<file path="src/rtl/cmp_pkg.sv">
package cmp_pkg;

    typedef enum logic [2:0] {
        OP_EQ  = 3'd0,
        OP_NE  = 3'd1,
        OP_LT  = 3'd2,
        OP_LE  = 3'd3,
        OP_GT  = 3'd4,
        OP_GE  = 3'd5,
        OP_MEQ = 3'd6,
        OP_LIM = 3'd7
    } cmp_op_e;

    typedef struct packed {
        logic valid;
        logic result;
    } cmp_state_t;

endpackage

</file>
<file path="src/rtl/cmp_relation.sv">
// Signed relation of two words: equality and strict less-than.
module cmp_relation #(
    parameter int WIDTH = 16
) (
    input  logic [WIDTH-1:0] lhs,
    input  logic [WIDTH-1:0] rhs,
    output logic             is_eq,
    output logic             is_lt
);

    always_comb begin
        is_eq = (lhs == rhs);
        is_lt = ($signed(lhs) < $signed(rhs));
    end

endmodule

</file>
<file path="src/rtl/cmp_masked.sv">
// Equality restricted to the bit positions selected by a mask.
module cmp_masked #(
    parameter int WIDTH = 16
) (
    input  logic [WIDTH-1:0] src,
    input  logic [WIDTH-1:0] ref_word,
    input  logic [WIDTH-1:0] sel,
    output logic             match
);

    logic [WIDTH-1:0] bit_diff;

    for (genvar i = 0; i < WIDTH; i++) begin : g_bit
        assign bit_diff[i] = sel[i] & (src[i] ^ ref_word[i]);
    end

    assign match = ~|bit_diff;

endmodule

</file>
<file path="src/rtl/cmp_window.sv">
// Window test; a wrapped window (low above high) selects the outside band.
module cmp_window #(
    parameter int WIDTH = 16
) (
    input  logic [WIDTH-1:0] lo,
    input  logic [WIDTH-1:0] hi,
    input  logic [WIDTH-1:0] val,
    output logic             hit
);

    logic val_lt_lo, hi_lt_val, hi_lt_lo;
    logic unused_eq0, unused_eq1, unused_eq2;

    cmp_relation #(.WIDTH(WIDTH)) u_val_lo (
        .lhs(val), .rhs(lo), .is_eq(unused_eq0), .is_lt(val_lt_lo)
    );
    cmp_relation #(.WIDTH(WIDTH)) u_hi_val (
        .lhs(hi), .rhs(val), .is_eq(unused_eq1), .is_lt(hi_lt_val)
    );
    cmp_relation #(.WIDTH(WIDTH)) u_hi_lo (
        .lhs(hi), .rhs(lo), .is_eq(unused_eq2), .is_lt(hi_lt_lo)
    );

    logic above_lo, below_hi;

    always_comb begin
        above_lo = ~val_lt_lo;
        below_hi = ~hi_lt_val;
        if (hi_lt_lo) hit = above_lo | below_hi;
        else          hit = above_lo & below_hi;
    end

endmodule

</file>
<file path="src/rtl/cmp_unit.sv">
module cmp_unit
    import cmp_pkg::*;
#(
    parameter int WIDTH = 16
) (
    input  logic             clk,
    input  logic             rst_n,
    input  logic             in_valid,
    input  logic [2:0]       op,
    input  logic [WIDTH-1:0] opa,
    input  logic [WIDTH-1:0] opb,
    input  logic [WIDTH-1:0] mask,
    input  logic [WIDTH-1:0] lim_lo,
    input  logic [WIDTH-1:0] lim_hi,
    input  logic [WIDTH-1:0] test_val,
    output logic             out_valid,
    output logic             out_result
);

    logic ab_eq, ab_lt, mask_hit, win_hit;

    cmp_relation #(.WIDTH(WIDTH)) u_rel (
        .lhs(opa), .rhs(opb), .is_eq(ab_eq), .is_lt(ab_lt)
    );

    cmp_masked #(.WIDTH(WIDTH)) u_mask (
        .src(opa), .ref_word(opb), .sel(mask), .match(mask_hit)
    );

    cmp_window #(.WIDTH(WIDTH)) u_win (
        .lo(lim_lo), .hi(lim_hi), .val(test_val), .hit(win_hit)
    );

    cmp_state_t state_d, state_q;
    logic       eval;

    always_comb begin
        unique case (cmp_op_e'(op))
            OP_EQ:   eval = ab_eq;
            OP_NE:   eval = ~ab_eq;
            OP_LT:   eval = ab_lt;
            OP_LE:   eval = ab_lt | ab_eq;
            OP_GT:   eval = ~(ab_lt | ab_eq);
            OP_GE:   eval = ~ab_lt;
            OP_MEQ:  eval = mask_hit;
            OP_LIM:  eval = win_hit;
            default: eval = 1'b0;
        endcase

        state_d       = state_q;
        state_d.valid = in_valid;
        if (in_valid) state_d.result = eval;
    end

    always_ff @(posedge clk or negedge rst_n) begin
        if (!rst_n) state_q <= '0;
        else        state_q <= state_d;
    end

    assign out_valid  = state_q.valid;
    assign out_result = state_q.result;

endmodule

</file>
<file path="config.mk">
export PLATFORM = sky130hd
export DESIGN_NAME = cmp_unit
export DESIGN_NICKNAME = d
export VERILOG_FILES = /design/src/rtl/cmp_pkg.sv /design/src/rtl/cmp_relation.sv /design/src/rtl/cmp_masked.sv /design/src/rtl/cmp_window.sv /design/src/rtl/cmp_unit.sv
export SDC_FILE = /design/constraint.sdc
export NUM_CORES = 1
export LEC_CHECK = 0
export ABC_AREA = 1
export BUFFER_PORTS_ARGS = -buffer_cell sky130_fd_sc_hd__buf_2
export CAP_MARGIN = 25
export CORE_MARGIN = 2
export CORE_UTILIZATION = 35
export DETAILED_ROUTE_END_ITERATION = 12
export GPL_TIMING_DRIVEN = 0
export HOLD_SLACK_MARGIN = 0.05
export PLACE_DENSITY = 0.68
export SYNTH_ARGS = -nofsm -noshare
export SYNTH_HDL_FRONTEND = slang
export SYNTH_SLANG_ARGS = --single-unit
</file>
<file path="constraint.sdc">
create_clock -name clk -period 0.8 [get_ports clk]
set_input_delay 0.08 -clock clk [delete_from_list [all_inputs] [get_ports clk]]
set_output_delay 0.08 -clock clk [all_outputs]
set_load 0.02 [all_outputs]
</file>
==> impl_metrics.tcl <==
set metrics [dict create \
    ys_seq_area_share_pct 2.486 \
    dpl.hpwl_mm 4.859 \
    grt_pass1_vias 2384 \
    drt-total-wl_mm 5.540 \
    cts_tree "done" \
    tns_ps -628.1 \
    clock_sinks 2 \
    cts_buffers 3 \
    root_buffer "clkbuf_8" \
    syn_area_per_cell_um2 5.939 \
    ir_drop_mv 0.5261 \
    synthTopCellsByArea "ha_1 (38%), nand2_1 (15%), inv_1 (15%)" \
    worstMarginPinSlew_ps 265.7 \
    cp-start-kind "primary input" \
    area_growth_pct 58.42 \
    period_needed_ps 1428 \
    yosysMostFrequentCell "nand2_1" \
    fp-row-count 27 \
    ys.flop_type "dfrtp_1" \
    yosys_warnings 0 \
    crit_fanout 3 \
    synth_seq_cells 2 \
    dieArea_um2 6374 \
    violations "setup timing" \
    seq_area_um2 50.05 \
    first_pass_iters 4 \
    rsz0062_at_grt "true" \
    grt_antenna_before_repair 0 \
    max_freq_mhz 700.2 \
    crit_type "in -> reg" \
    synth_area_um2 2013 \
    maxSlewHeadroom_pct 82.15 \
    grt_pass1_wl_mm 9.066 \
    die_w_um 79.84 \
    antennaDiodeCount 0 \
    worstSetupEndpointType "flip-flop" \
    num-fill-cells 565 \
    cts_max_level 1 \
    multi_input_area_um2 2009 \
    drv_slew 0 \
    async_reset_ff_share_pct 100.0 \
    avgRoutedWirePerCell_um 10.51 \
    fin_crit_sh_pct 178.5 \
    fin_area_um2 3189 \
    die_h_um 79.84 \
    initial_utilization_pct 36.34 \
    syn_inst 339 \
    finClkSkew_ps 0 \
    gp_congestion 0.8395 \
    synth_top_cell_by_area "ha_1" \
    crit_arrival_ps 1570 \
    required_ps 950 \
    grt_max_degree 7 \
    yosysTopAreaCellShare_pct 37.91 \
    synth_top_cells_by_count "nand2_1 (83), inv_1 (81), ha_1 (61), a21oi_1 (25), nor2_1 (20)" \
    io_pins 104 \
    core-area_um2 5540 \
    antenna_left 0 \
    leakagePower_nw 1.876 \
    clkTransAtPathRegs_ps 30 \
    synth_edf_count 0 \
    setup_viol 1 \
    track_usage_pct 17.12 \
    nets 620 \
    worstSkewPairLatency_ps 210 \
    drive_above_1_share_pct 43.08 \
    cts_buffer_depth 2 \
    hold_viol_final 0 \
    overflow 0 \
    hp-class "in -> reg" \
    final_util_pct 57.57 \
    p_per_area_nw_per_um2 698.2 \
    status "finished, violations left" \
    vias 2408 \
    drt_iter0_markers 44 \
    ys_types 26 \
    port_buffers 103 \
    hold_ws_ps 150.5 \
    drcViolationCount 0 \
    synthesis.nets 502 \
    fin_ws_ps -628.1 \
    viasPerCell 4.569 \
    cap_viol_max_count 0 \
    placed_cell_area_um2 2755 \
]
-- flip-flops by register name, summed over array words and instances (netlist names) --
name	flops
out_result	1
out_valid	1
-- final cells by class --
| cell class | count | share of cell area (%) |
|---|---|---|
| Multi-Input combinational cell | 249 | 63.01 |
| Tap cell | 72 | 2.825 |
| Sequential cell | 2 | 1.569 |
| Inverter | 88 | 11.14 |
| Timing Repair Buffer | 113 | 20.16 |
| Clock buffer | 3 | 1.295 |
-- power by group --
group | internal (mW) | switching (mW)
combinational | 0.833 | 0.880
clock | 0.318 | 0.0744
sequential | 0.114 | 0.00685
-- per-stage QoR --
step                      std cells  setup WS (ps)  power [mW]
after detailed placement        514         -981.5       1.548
after CTS                       523         -617.7       2.133
final                           527         -628.1       2.227
after global placement          514         -945.9       1.506
after floorplan                 339         -638.4       1.030
after global routing            527         -787.9       2.496
-- layout by cell type, fill, tap and decap left out, types with 4 or more instances in the layout --
master,count
ha_4,20
nand3_1,15
inv_1,64
inv_2,19
buf_4,8
buf_2,96
a21oi_1,19
a21oi_2,7
nor2_1,17
nand2_1,70
nand4_1,5
buf_6,6
ha_1,40
nand2_2,14
nand3_2,4
o21ai_1,7
o22ai_1,5
-- final timing paths --
kind / startpoint / end / slack (ps) / cells past startpoint
worst max-delay path: opb[13] / out_result / -630 / 18
worst min-delay path: in_valid / out_result / 150 / 4
worst max register to register: out_result / out_result / 190 / 2
worst min register to register: out_result / out_result / 500 / 2
max in group asynchronous: rst_n / out_valid / 510 / 2
min in group asynchronous: rst_n / out_result / 190 / 2
-- layer usage --
| layer | part of all wire (%) | vias to the layer above | GRT usage (%) |
|---|---|---|---|
| met5 | 0 | - | 0 |
| met4 | 0.42 | 0 | 2.712 |
| met3 | 6.8 | 2 | 2.376 |
| met2 | 52 | 69 | 35.46 |
| met1 | 41 | 1017 | 18.21 |
| li1 | - | 1320 | - |
-- worst max-delay path, cell delays in order --
cell and delay [ps]:
buf_8 90, inv_12 30, ha_4 280, nand2_4 50
nor2_4 110, nand2_2 80, nor2_4 130, nand2_2 90
buf_4 130, nand4_1 70, nand2_1 70, nor2_1 80
nor2_1 40, nand2_1 50, inv_1 30, nand2_1 40
nand2_1 50, nand2_1 60
-- repair_timing --
item,CTS,global route
resized for setup,41,29
buffers inserted,4,4
setup endpoints to repair,2,2
hold endpoints to repair,3,0
pin swaps,33,29
hold buffers,2,0
-- logic make-up (layout without fill, tap and decap cells) --
| logic type | Yosys count | in the layout | synth area share (%) |
|---|---|---|---|
| AOI/OAI and AO/OA | 47 | 47 | 12.87 |
| adders and majority gates | 61 | 61 | 37.91 |
| buffers and inverters | 88 | 204 | 16.41 |
| DFF | 2 | 2 | 2.486 |
| and+or+nand+nor | 141 | 141 | 30.33 |
No activity file was read; power rests on OpenSTA's default activity.
